## src/rtl/stby_pkg.sv

```systemverilog
package stby_pkg;

  localparam int IRQ_W = 7;
  localparam int RST_W = 6;

  typedef enum logic [2:0] {
    PM_RUN    = 3'd0,
    PM_SLEEP  = 3'd1,
    PM_TIMER  = 3'd2,
    PM_STOP   = 3'd3,
    PM_SETTLE = 3'd4,
    PM_RCWAIT = 3'd5
  } pm_state_e;

  localparam logic [2:0] SRC_FRC  = 3'b000;
  localparam logic [2:0] SRC_SLOW = 3'b100;
  localparam logic [2:0] SRC_SUB  = 3'b101;

  typedef struct packed {
    logic osc;
    logic apb2;
    logic apb1;
    logic apb0;
    logic ahb;
    logic cpu;
  } clk_en_t;

  // Interrupts able to end each standby level
  function automatic logic [IRQ_W-1:0] irq_mask_f(pm_state_e s);
    case (s)
      PM_SLEEP: irq_mask_f = 7'b111_1111;
      PM_TIMER: irq_mask_f = 7'b011_1111;
      PM_STOP:  irq_mask_f = 7'b000_1111;
      default:  irq_mask_f = '0;
    endcase
  endfunction

  // Reset requests honoured in each state
  function automatic logic [RST_W-1:0] rst_mask_f(pm_state_e s);
    case (s)
      PM_RUN, PM_SLEEP, PM_SETTLE: rst_mask_f = 6'b11_1111;
      PM_TIMER: rst_mask_f = 6'b00_1111;
      PM_STOP:  rst_mask_f = 6'b00_0011;
      default:  rst_mask_f = '0;
    endcase
  endfunction

  function automatic logic needs_settle_f(pm_state_e s, logic [2:0] src);
    needs_settle_f = (s == PM_STOP) ||
                     ((s == PM_TIMER) && ((src == SRC_SLOW) || (src == SRC_SUB)));
  endfunction

  function automatic clk_en_t clk_en_f(pm_state_e s, logic a1, logic a2);
    clk_en_t e;
    e = '0;
    case (s)
      PM_RUN: begin
        e.cpu = 1'b1; e.ahb = 1'b1; e.apb0 = 1'b1;
        e.apb1 = a1;  e.apb2 = a2;  e.osc = 1'b1;
      end
      PM_SLEEP: begin
        e.ahb = 1'b1; e.apb0 = 1'b1;
        e.apb1 = a1;  e.apb2 = a2;  e.osc = 1'b1;
      end
      PM_STOP: e = '0;
      default: e.osc = 1'b1;
    endcase
    return e;
  endfunction

  // Decode a wait strobe into a standby target; reserved types map to run
  function automatic pm_state_e entry_target_f(logic deep, logic [1:0] ty);
    if (!deep)            entry_target_f = PM_SLEEP;
    else if (ty == 2'b00) entry_target_f = PM_TIMER;
    else if (ty == 2'b10) entry_target_f = PM_STOP;
    else                  entry_target_f = PM_RUN;
  endfunction

endpackage

```

## src/rtl/stby_entry_dec.sv

```systemverilog
module stby_entry_dec
  import stby_pkg::*;
(
  input  logic       wait_req,
  input  logic       deep_sel,
  input  logic [1:0] stby_type,
  output logic       enter,
  output pm_state_e  target
);
  always_comb begin
    target = entry_target_f(deep_sel, stby_type);
    enter  = wait_req && (target != PM_RUN);
  end
endmodule

```

## src/rtl/stby_wake_filter.sv

```systemverilog
module stby_wake_filter
  import stby_pkg::*;
(
  input  pm_state_e        state,
  input  logic [IRQ_W-1:0] irq_req,
  input  logic [RST_W-1:0] rst_req,
  output logic             irq_hit,
  output logic             rst_hit
);
  logic [IRQ_W-1:0] irq_ok;
  logic [RST_W-1:0] rst_ok;

  always_comb begin
    irq_ok  = irq_req & irq_mask_f(state);
    rst_ok  = rst_req & rst_mask_f(state);
    irq_hit = |irq_ok;
    rst_hit = |rst_ok;
  end
endmodule

```

## src/rtl/stby_settle_timer.sv

```systemverilog
module stby_settle_timer #(
  parameter int SETTLE_CYC = 16
) (
  input  logic clk,
  input  logic rst_n,
  input  logic start,
  input  logic active,
  output logic done
);
  localparam int CW = (SETTLE_CYC < 2) ? 1 : $clog2(SETTLE_CYC);
  localparam logic [CW-1:0] LOAD = CW'(SETTLE_CYC - 1);

  logic [CW-1:0] cnt_q;

  always_ff @(posedge clk or negedge rst_n) begin
    if (!rst_n)                     cnt_q <= '0;
    else if (start)                 cnt_q <= LOAD;
    else if (active && cnt_q != '0) cnt_q <= cnt_q - 1'b1;
  end

  assign done = active && (cnt_q == '0);


  settle_countdown_chk: assert property (@(posedge clk) disable iff (!rst_n)
    (active && !done && !start) |=> (cnt_q == $past(cnt_q) - 1'b1));


  settle_load_chk: assert property (@(posedge clk) disable iff (!rst_n)
    start |=> (cnt_q == LOAD));
endmodule

```

## src/rtl/stby_ctrl.sv

```systemverilog
module stby_ctrl
  import stby_pkg::*;
#(
  parameter int SETTLE_CYC = 16
) (
  input  logic       clk,
  input  logic       rst_n,
  input  logic       wait_req,
  input  logic       deep_sel,
  input  logic [1:0] stby_type,
  input  logic [2:0] cur_src,
  input  logic       apb1_cfg,
  input  logic       apb2_cfg,
  input  logic [6:0] irq_req,
  input  logic [5:0] rst_req,
  input  logic       rc_stable,
  output logic [2:0] pm_mode,
  output logic [2:0] resume_src,
  output logic       cpu_en,
  output logic       ahb_en,
  output logic       apb0_en,
  output logic       apb1_en,
  output logic       apb2_en,
  output logic       osc_en
);
  pm_state_e  state_q, state_n;
  logic [2:0] src_q, src_n;
  logic       rv_q, rv_n;

  logic       enter;
  pm_state_e  target;
  logic       irq_hit, rst_hit;
  logic       settle_start, settle_done, settle_act;
  logic       settle_need;
  clk_en_t    en;

  stby_entry_dec u_dec (
    .wait_req (wait_req),
    .deep_sel (deep_sel),
    .stby_type(stby_type),
    .enter    (enter),
    .target   (target)
  );

  stby_wake_filter u_wake (
    .state  (state_q),
    .irq_req(irq_req),
    .rst_req(rst_req),
    .irq_hit(irq_hit),
    .rst_hit(rst_hit)
  );

  assign settle_act  = (state_q == PM_SETTLE);
  assign settle_need = needs_settle_f(state_q, src_q);

  stby_settle_timer #(.SETTLE_CYC(SETTLE_CYC)) u_settle (
    .clk   (clk),
    .rst_n (rst_n),
    .start (settle_start),
    .active(settle_act),
    .done  (settle_done)
  );

  always_comb begin
    state_n      = state_q;
    src_n        = src_q;
    rv_n         = rv_q;
    settle_start = 1'b0;
    case (state_q)
      PM_RUN: begin
        if (rst_hit) begin
          state_n = PM_RCWAIT;
        end else if (enter) begin
          state_n = target;
          src_n   = cur_src;
        end
      end
      PM_SLEEP, PM_TIMER, PM_STOP: begin
        if (rst_hit || irq_hit) begin
          if (settle_need) begin
            state_n      = PM_SETTLE;
            settle_start = 1'b1;
            rv_n         = rst_hit;
          end else begin
            state_n = rst_hit ? PM_RCWAIT : PM_RUN;
          end
        end
      end
      PM_SETTLE: begin
        if (rst_hit) rv_n = 1'b1;
        if (settle_done) state_n = (rv_q || rst_hit) ? PM_RCWAIT : PM_RUN;
      end
      PM_RCWAIT: begin
        if (rc_stable) begin
          state_n = PM_RUN;
          src_n   = SRC_FRC;
        end
      end
      default: state_n = PM_RUN;
    endcase
  end

  always_ff @(posedge clk or negedge rst_n) begin
    if (!rst_n) begin
      state_q <= PM_RUN;
      src_q   <= SRC_FRC;
      rv_q    <= 1'b0;
    end else begin
      state_q <= state_n;
      src_q   <= src_n;
      rv_q    <= rv_n;
    end
  end

  always_comb en = clk_en_f(state_q, apb1_cfg, apb2_cfg);

  assign pm_mode    = state_q;
  assign resume_src = src_q;
  assign cpu_en     = en.cpu;
  assign ahb_en     = en.ahb;
  assign apb0_en    = en.apb0;
  assign apb1_en    = en.apb1;
  assign apb2_en    = en.apb2;
  assign osc_en     = en.osc;


  rsvd_type_ignore_chk: assert property (@(posedge clk) disable iff (!rst_n)
    (state_q == PM_RUN && wait_req && deep_sel && stby_type[0] && rst_req == '0)
      |=> (pm_mode == 3'd0));


  sleep_gating_chk: assert property (@(posedge clk) disable iff (!rst_n)
    (pm_mode == 3'd1) |-> (!cpu_en && ahb_en && apb0_en && osc_en));


  stop_all_off_chk: assert property (@(posedge clk) disable iff (!rst_n)
    (pm_mode == 3'd3) |-> !(cpu_en || ahb_en || apb0_en || apb1_en || apb2_en || osc_en));


  sleep_irq_wake_chk: assert property (@(posedge clk) disable iff (!rst_n)
    (state_q == PM_SLEEP && irq_req != '0 && rst_req == '0)
      |=> (pm_mode == 3'd0 && $stable(resume_src)));


  stop_hold_chk: assert property (@(posedge clk) disable iff (!rst_n)
    (state_q == PM_STOP && irq_req[3:0] == '0 && rst_req[1:0] == '0)
      |=> (pm_mode == 3'd3));


  rcwait_exit_chk: assert property (@(posedge clk) disable iff (!rst_n)
    (state_q == PM_RCWAIT && rc_stable) |=> (pm_mode == 3'd0 && resume_src == 3'b000));


  rst_first_chk: assert property (@(posedge clk) disable iff (!rst_n)
    (state_q == PM_SLEEP && rst_req != '0 && irq_req != '0) |=> (pm_mode == 3'd5));
endmodule

```

## config.mk

```make
export PLATFORM = sky130hd
export DESIGN_NAME = stby_ctrl
export DESIGN_NICKNAME = d
export VERILOG_FILES = /design/src/rtl/stby_pkg.sv /design/src/rtl/stby_entry_dec.sv /design/src/rtl/stby_wake_filter.sv /design/src/rtl/stby_settle_timer.sv /design/src/rtl/stby_ctrl.sv
export SDC_FILE = /design/constraint.sdc
export NUM_CORES = 1
export LEC_CHECK = 0
export ABC_AREA = 1
export ABC_CLOCK_PERIOD_IN_PS = 1700
export BUFFER_PORTS_ARGS = -buffer_cell sky130_fd_sc_hd__buf_2
export CORE_MARGIN = 3
export CORE_UTILIZATION = 35
export DETAILED_ROUTE_END_ITERATION = 6
export PLACE_DENSITY = 0.56
export SLEW_MARGIN = 20
export SYNTH_ARGS = -nofsm -noshare
export SYNTH_HDL_FRONTEND = slang
export SYNTH_HIERARCHICAL = 1
export SYNTH_SLANG_ARGS = --single-unit
export TNS_END_PERCENT = 20
```

## constraint.sdc

```tcl
create_clock -name clk -period 1.7 [get_ports clk]
set_input_delay 0 -clock clk [delete_from_list [all_inputs] [get_ports clk]]
set_output_delay 0 -clock clk [all_outputs]
set_load 0.05 [all_outputs]
```

# After elaboration in Yosys (flattened, before gate mapping)
# Cells that the tools add are included.
[op_classes] n_addsub=1 mul=0 div=0 magnitude_cmp=0 eq_ne=16 shift=0 muxes=29 bitwise_logic=2 n_reduce_logical=24
[op_table] op="$mux 3" count=12
[op_table] op="$pmux 7 s3" count=1
[op_table] op="$pmux 6 s3" count=1
[op_table] op="$ne 2x2->1 const B" count=7
[op_table] op="$eq 3x3->1 const B" count=4
[op_table] op="$mux 4" count=3
[op_table] op="$pmux 3 s4" count=1
[op_table] op="$reduce_and 4->1" count=3
[op_table] op="$mux 1" count=8
[op_table] op="$and 7x7->7" count=1
[op_table] op="$reduce_or 7->1" count=1
[op_table] op="$and 6x6->6" count=1
[op_table] op="$eq 3x2->1 const B" count=2
[op_table] op="$pmux 3 s2" count=1
[op_table] op="$reduce_bool 2->1" count=3
[op_table] op="$reduce_or 3->1" count=2
[op_table] op="$reduce_or 6->1" count=1
[op_table] op="$logic_and 1x1->1" count=4
[op_table] op="$logic_not 4->1" count=1
[op_table] op="$logic_or 1x1->1" count=4
[op_table] op="$reduce_bool 4->1" count=1
[op_table] op="$sub 4x1->4 const B" count=1
[op_table] op="$eq 3x1->1 const B" count=1
[op_table] op="$logic_not 3->1" count=1
[op_table] op="other kinds (7)" count=7
[word_totals] reg_bits=11 latch_bits=0 ram_bits=0 mem_bits_ro=0 in_bits=25 word_cells=76 memories=0

# Depth between registers and ports, before layout
# Gate-level depths: netlist (run 1).
[depth] ltp_word=9 mapped_depth=12 ltp_nobuf=12

# Modules after synthesis
# The synthesis (run 1) kept the hierarchy.
[modules_own_cells] mod="stby_ctrl" n_inst=1 cells_each=89 area_each_um2=563.0 seq_area_each_um2=175.2
[modules_own_cells] mod="stby_settle_timer" n_inst=1 cells_each=34 area_each_um2=256.5 seq_area_each_um2=100.1
[modules_own_cells] mod="stby_wake_filter" n_inst=1 cells_each=32 area_each_um2=138.9 seq_area_each_um2=0.0
[modules_own_cells] mod="stby_entry_dec" n_inst=1 cells_each=9 area_each_um2=38.8 seq_area_each_um2=0.0

# Worst setup path before layout (run 1)
# Ideal clock, no wire load.
[synth_path] path_kind="flip-flop to output port" from="reg state_q[1] (netlist: pm_mode[1])" to="out apb1_en" t_arrival_ns=2.345 setup_slack_ns=-0.645 path_stages_with_launch=8 path_buffers=0 cell_sequence="dfrtp_1 -> inv_1 -> nand2_2 -> nor2_4 -> inv_1 -> nand2_2 -> inv_2 -> nor2_1"
[synth_via] elab_chain_cells=3 elab_cells_between_ends=4
[synth_lines] element="start, declared" line="stby_ctrl.sv:26" source="pm_state_e state_q, state_n;"
[synth_lines] element="start signal, assigned" line="stby_ctrl.sv:109" source="state_q <= state_n;"
[synth_lines] element="$eq 3x1->1 or $logic_not 3->1 (tied branches)" line="stby_pkg.sv:56" source="case (s)"
[synth_lines] element="$reduce_or 2->1 (no source line) *"
[synth_lines] element="$mux 4 *" line="stby_pkg.sv:56"
[synth_lines] element="end, declared" line="stby_ctrl.sv:22" source="output logic apb1_en,"
# Every way passes the cells marked *; elsewhere a longest branch is shown, timed or not.

# Worst setup path in the final report (run 1)
[layout_path] from="reg state_q[0] (netlist: pm_mode[0])" to="out apb2_en"
[layout_via] elab_chain_cells=3 elab_cells_between_ends=4
[layout_lines] element="$eq 3x1->1 or $logic_not 3->1 (tied branches)" line="stby_pkg.sv:56"
[layout_lines] element="$reduce_or 2->1 (no source line) *"
[layout_lines] element="$mux 4 *" line="stby_pkg.sv:56"
[layout_lines] element="end, declared" line="stby_ctrl.sv:23" source="output logic apb2_en,"
# Marks and branches as above.

==> flow_summary.yaml, run 1 <==
setup_path:
  cp_top_family: "buffers and inverters"
  r2r_end: "u_settle/cnt_q[0]"
  worstSetupStartpoint: "pm_mode[0]"
  critPathSlowestCell: "dfrtp_4"
  r2r_slack_ns: 0.12
  critPathKind: "flip-flop to output port"
  critical_path.max_stage_delay_ns: 0.51
  start_kind: "flip-flop"
  crit_buf_inv: 5
  worstSetupEndpoint: "apb2_en"
  worstSetupPathDepth: 9
  worstPathRequired_ns: 1.70
  end_kind: "output port"
  cp_cell_sequence: "buf_4 > inv_2 > nand2_4 > nor2_4 > inv_2 > nand2_8 > inv_4 > nor2_4 > buf_4"
  crit_fanout: 6
  crit_arrival_ns: 1.62
  reg2reg_from: "pm_mode[0]"
  worstRegToRegCells: 10
sta:
  fin_crit_sh: 0.952
  period_needed_ns: 1.62
  slew_viol_final: 0
  fmax_ghz: 0.618
  final.setup.tns_ns: 0
  setup_viol: 0
  hold_viol_final: 0
  fin_skew_ns: 0.00561
  fin_ws_ns: 0.0812
floorplan:
  die_y_um: 59.4
  io_pins: 37
  rows: 18
  die_w_um: 59.4
  start_util: 0.385
  dieArea_um2: 3530
  core_area_um2: 2590
yosys:
  synthTopCellsByArea: "dfrtp_1 28%, nand2_1 18%, inv_1 11%"
  synth_seq_area_share: 0.276
  synthArstFlopShare: 1.00
  yosys.cell_types.count: 25
  syn_inst: 164
  yosys_most_used_dff: "dfrtp_1"
  synth_fp_nets: 190
  synth_top_cell_by_area: "dfrtp_1"
  synth_top_area_share: 0.276
  synth.avg_cell_area_um2: 6.08
  yosysWarnings: 6
  synth_edf_count: 0
  syn_area_um2: 997
  synth-seq-cells: 11
clocking:
  cts_tree: "done"
  clk_latency_ns: 0.26
  clkSinkCount: 11
  cts_buffers: 3
  cts_root_buffer: "clkbuf_4"
  clk_pin_slew_ns: 0.07
  htree_levels: 1
  cts.path.max_buffers: 2
global_routing:
  grt_pass1_vias: 975
  grt_max_degree: 14
  track_usage: 0.147
  grt_pass1_wl_um: 4070
  grt_overflow: 0
  antenna_found_initial: 0
place:
  placed_cells: 229
  portBuffers: 36
  hpwl_um: 1950
  gp_congestion: 0.799
  post-place-ws_ns: 0.0439
finish:
  ff_latch_area_um2: 284
  syn_to_final_growth_pct: 40.2
  antenna_cells: 0
  instances_no_fill: 243
  utilization: 0.540
  layout-drive-gt1-share: 0.399
  multi_input_area_um2: 618
  nets: 240
  fill_cells: 277
pwr:
  max-vdd-ir-drop_mv: 1.17
  pwr_density_cell_nw_per_um2: 1780
  p_leak_nw: 0.793
run_status:
  status: "complete, no violations"
flow_run:
  drv_cap: 0
min_path:
  min_path_type: "input port to flip-flop"
route:
  antenna_left: 0
  vias_per_cell: 4.60
  dr.pass1.iters: 4
  postRouteWirelength_um: 2480
  first_iter_violations: 18
  avgRoutedWirePerCell_um: 10.2
  drc: 0
  num_vias: 1119
## sequential cells by signal, indices dropped and copies added, names as in the netlist
name and cells:
resume_src 3, rv_q 1, pm_mode 3, u_settle/cnt_q 4
## cell usage in the layout, fill, tap and decap left out
cell type	instances
nor2_1	13
clkinvlp_4	1
nor3_1	1
buf_8	1
inv_1	24
clkbuf_4	3
o21ai_1	3
nand3_1	15
clkbuf_1	1
ha_1	1
nand3_2	4
o21ai_2	3
conb_1	1
dlygate4sd3_1	4
nand2_2	6
nand3b_1	1
buf_2	34
nand4_1	2
dfrtp_2	1
nand2_1	47
a21oi_1	2
nand2_8	1
inv_4	3
inv_2	6
dfrtp_1	8
buf_4	9
o21a_1	1
or2_0	1
dfrtp_4	2
nand2_4	2
nor2_2	5
o21ai_0	3
nor2_4	4
## metrics by stage
step	cell area (µm²)	hold slack (ns)	power (mW)
floorplan	1040	-0.296	1.84
detailed placement	1250	-0.110	2.15
global placement	1250	-0.114	2.12
global route	1400	0.142	2.71
finish	1400	0.102	2.49
CTS	1330	0.0996	2.37
## how the worst min path moves through the flow
stage,cells past startpoint,to,slack (ns),startpoint
final,6,pm_mode[1],0.10,stby_type[0]
after global routing,6,pm_mode[1],0.14,stby_type[0]
after CTS,6,pm_mode[1],0.1,stby_type[0]
after detailed placement,1,resume_src[1],-0.11,rst_n
after global placement,1,resume_src[1],-0.11,rst_n
after floorplan,0,pm_mode[2],-0.30,rst_n
## metal layers
metal  global-route usage  wire length, µm
met5                    0                0
met4               0.0388               13
met3               0.0131              108
met2                0.256             1290
met1                0.194             1070
## worst min-delay path, stage by stage
cell     delay, ns
buf_2         0.10
nor2_1        0.04
inv_1         0.05
nor2_1        0.05
nand2_1       0.06
nand2_1       0.04
## cell families (layout without fill, tap and decap cells)
kind of cell,after synthesis,in the layout,synth area share
other cells,1,1,0.00376
flops,11,11,0.276
compound gates,12,12,0.0703
fa+ha+maj,1,1,0.0125
buf+inv,37,86,0.157
simple gates,102,102,0.481
## Yosys cell counts, types with 2 or more instances
cell	count
o21ai_0	3
inv_1	30
o21ai_1	4
nand2_1	47
nand4_1	2
nand3_2	2
nor2_4	2
nor2_2	3
nand3_1	17
inv_2	3
o21ai_2	2
nand2_2	8
nor2_1	17
a21oi_1	2
buf_4	2
dfrtp_1	11
## layout make-up
type | count | area share
clock buffer | 4 | 0.0188
inverter | 34 | 0.0994
tap | 30 | 0.0269
sequential | 11 | 0.203
timing repair buffer | 48 | 0.209
multi-input combinational | 116 | 0.442
## power by group
group / switching, mW / internal [mW]
Combinational: 1.22 / 0.629
Sequential: 0.108 / 0.362
Clock: 0.0802 / 0.0905
Total: 1.40 / 1.08
## timing repair
item,in CTS,in global routing
resized for setup,4,10
hold endpoints to repair,14,0
endpoints found under the setup margin,4,9
pin swaps,0,1
buffers inserted,0,6
hold buffers,4,0
(Power assumes the default switching activity.)
==> run 2: changes to the inputs <==
RECOVER_POWER = 100   (was not set)
==> run 2 against run 1 <==
Non-clock buffer count unchanged. Worst setup slack lost 0.0073 ns. Clock skew hardly changed. First-iteration DRC count decreased by 11%. Cell area fell by 1.3%. Via count down 1.9%. Clock power about the same. Register-to-register slack is essentially flat. Die area unchanged. Global-route usage did not move. Combinational power is essentially flat.
==> flow_summary.yaml, run 2 (synthesis results as in run 1) <==
clocking:
  clk_pin_slew_ns: 0.07
  clk_latency_ns: 0.26
  clkSinkCount: 11
  cts_tree: "done"
  cts_buffers: 3
  cts.path.max_buffers: 2
  htree_levels: 1
  cts_root_buffer: "clkbuf_4"
flow_run:
  drv_cap: 0
route:
  num_vias: 1098
  drc: 0
  vias_per_cell: 4.52
  first_iter_violations: 16
  antenna_left: 0
  avgRoutedWirePerCell_um: 10.3
  dr.pass1.iters: 4
  postRouteWirelength_um: 2500
pwr:
  power_mw: 2.46
  pwr_density_cell_nw_per_um2: 1780
  max-vdd-ir-drop_mv: 1.13
  p_leak_nw: 0.765
finish:
  antenna_cells: 0
  top_register: "u_settle/cnt_q"
  instances_no_fill: 243
  largest_register_ff_count: 4
  layout-drive-gt1-share: 0.362
  mostFrequentLayoutCells: "47 x nand2_1, 24 x inv_1, 24 x buf_2, 16 x nand3_1, 13 x nor2_1"
  syn_to_final_growth_pct: 38.4
  nets: 240
  layout_commonest_cell: "nand2_1"
floorplan:
  die_w_um: 59.4
  rows: 18
  start_util: 0.385
  io_pins: 37
  core_area_um2: 2590
  die_y_um: 59.4
  dieArea_um2: 3530
setup_path:
  critical_path.max_stage_delay_ns: 0.51
  cp_top_family: "buffers and inverters"
  r2r_slack_ns: 0.13
  crit_arrival_ns: 1.63
  end_kind: "output port"
  critPathKind: "flip-flop to output port"
  worstPathRequired_ns: 1.70
  crit_fanout: 6
  cp_cell_sequence: "buf_4 > inv_2 > nand2_4 > nor2_4 > inv_2 > nand2_8 > inv_4 > nor2_4 > buf_4"
  critPathSlowestCell: "dfrtp_4"
  start_kind: "flip-flop"
  crit_buf_inv: 5
place:
  portBuffers: 36
  post-place-ws_ns: 0.0439
  placed_cells: 229
  hpwl_um: 1950
  gp_congestion: 0.799
min_path:
  min_path_type: "input port to flip-flop"
global_routing:
  grt_overflow: 0
  antenna_found_initial: 0
  grt_pass1_wl_um: 4070
  track_usage: 0.147
  grt_max_degree: 14
  grt_pass1_vias: 975
sta:
  relSlewSlack: 0.563
  fin_ws_ns: 0.0739
  hold_viol_final: 0
  final.setup.tns_ns: 0
  period_needed_ns: 1.63
  fmax_ghz: 0.615
  worst_pin_slew_ns: 0.655
  fin_crit_sh: 0.957
  fin_skew_ns: 0.00567
  setup_viol: 0
  slew_viol_final: 0
run_status:
  status: "complete, no violations"
## run 2: changes by cell type in the layout (fill, tap and decap cells not counted), sizes merged
cell	change
buf	-10
clkbuf	+10
## run 2: routing by layer
layer | vias up | share of wire | track usage
li1 | 593 | - | -
met1 | 483 | 0.44 | 0.194
met2 | 20 | 0.52 | 0.256
met3 | 2 | 0.039 | 0.0131
met4 | 0 | 0.0052 | 0.0388
met5 | - | 0 | 0
## run 2: layout make-up
type | count | area (µm²)
clock buffers | 4 | 26.3
fillers | 285 | 1210
inverters | 34 | 139
multi-input cells | 116 | 613
flip-flops and latches | 11 | 284
well taps | 30 | 37.5
repair buffers | 48 | 280
## run 2: report_power, final
group | total, mW | switching (mW) | internal, mW
clock network | 0.171 | 0.0809 | 0.0906
logic | 1.82 | 1.21 | 0.605
registers | 0.471 | 0.110 | 0.362
## run 2: timing repair
item | CTS | global route
hold endpoints to repair | 14 | 0
pin swaps | 0 | 1
setup buffers | 0 | 6
endpoints found under the setup margin | 4 | 9
hold buffers | 4 | 0
resized for setup | 4 | 10
## run 2: final timing paths
kind,from,to,depth (start not counted)
setup / recovery,pm_mode[0],apb2_en,9
hold / removal,stby_type[0],pm_mode[1],6
setup reg to reg,pm_mode[0],u_settle/cnt_q[0],10
hold reg to reg,resume_src[0],resume_src[0],2
max in group asynchronous,rst_n,pm_mode[0],2
min in group asynchronous,rst_n,u_settle/cnt_q[3],2
## run 2: worst register-to-register path: stages (launching register included)
cell	delay, ns
dfrtp_4	0.51
buf_4	0.17
inv_1	0.07
nand3_1	0.09
nand3_2	0.11
nor2_2	0.07
nor2_2	0.20
inv_4	0.07
nand2_4	0.10
o21ai_2	0.06
nand2_2	0.05
## run 2: metrics by stage
step           instance area, µm²  hold WS, ns   util
3_5_place_dp                 1250       -0.110  0.483
2_1_floorplan                1040       -0.296      -
4_1_cts                      1330       0.0996  0.514
6_report                     1380        0.102  0.533
3_3_place_gp                 1250       -0.114  0.483
5_1_grt                      1380        0.142  0.533
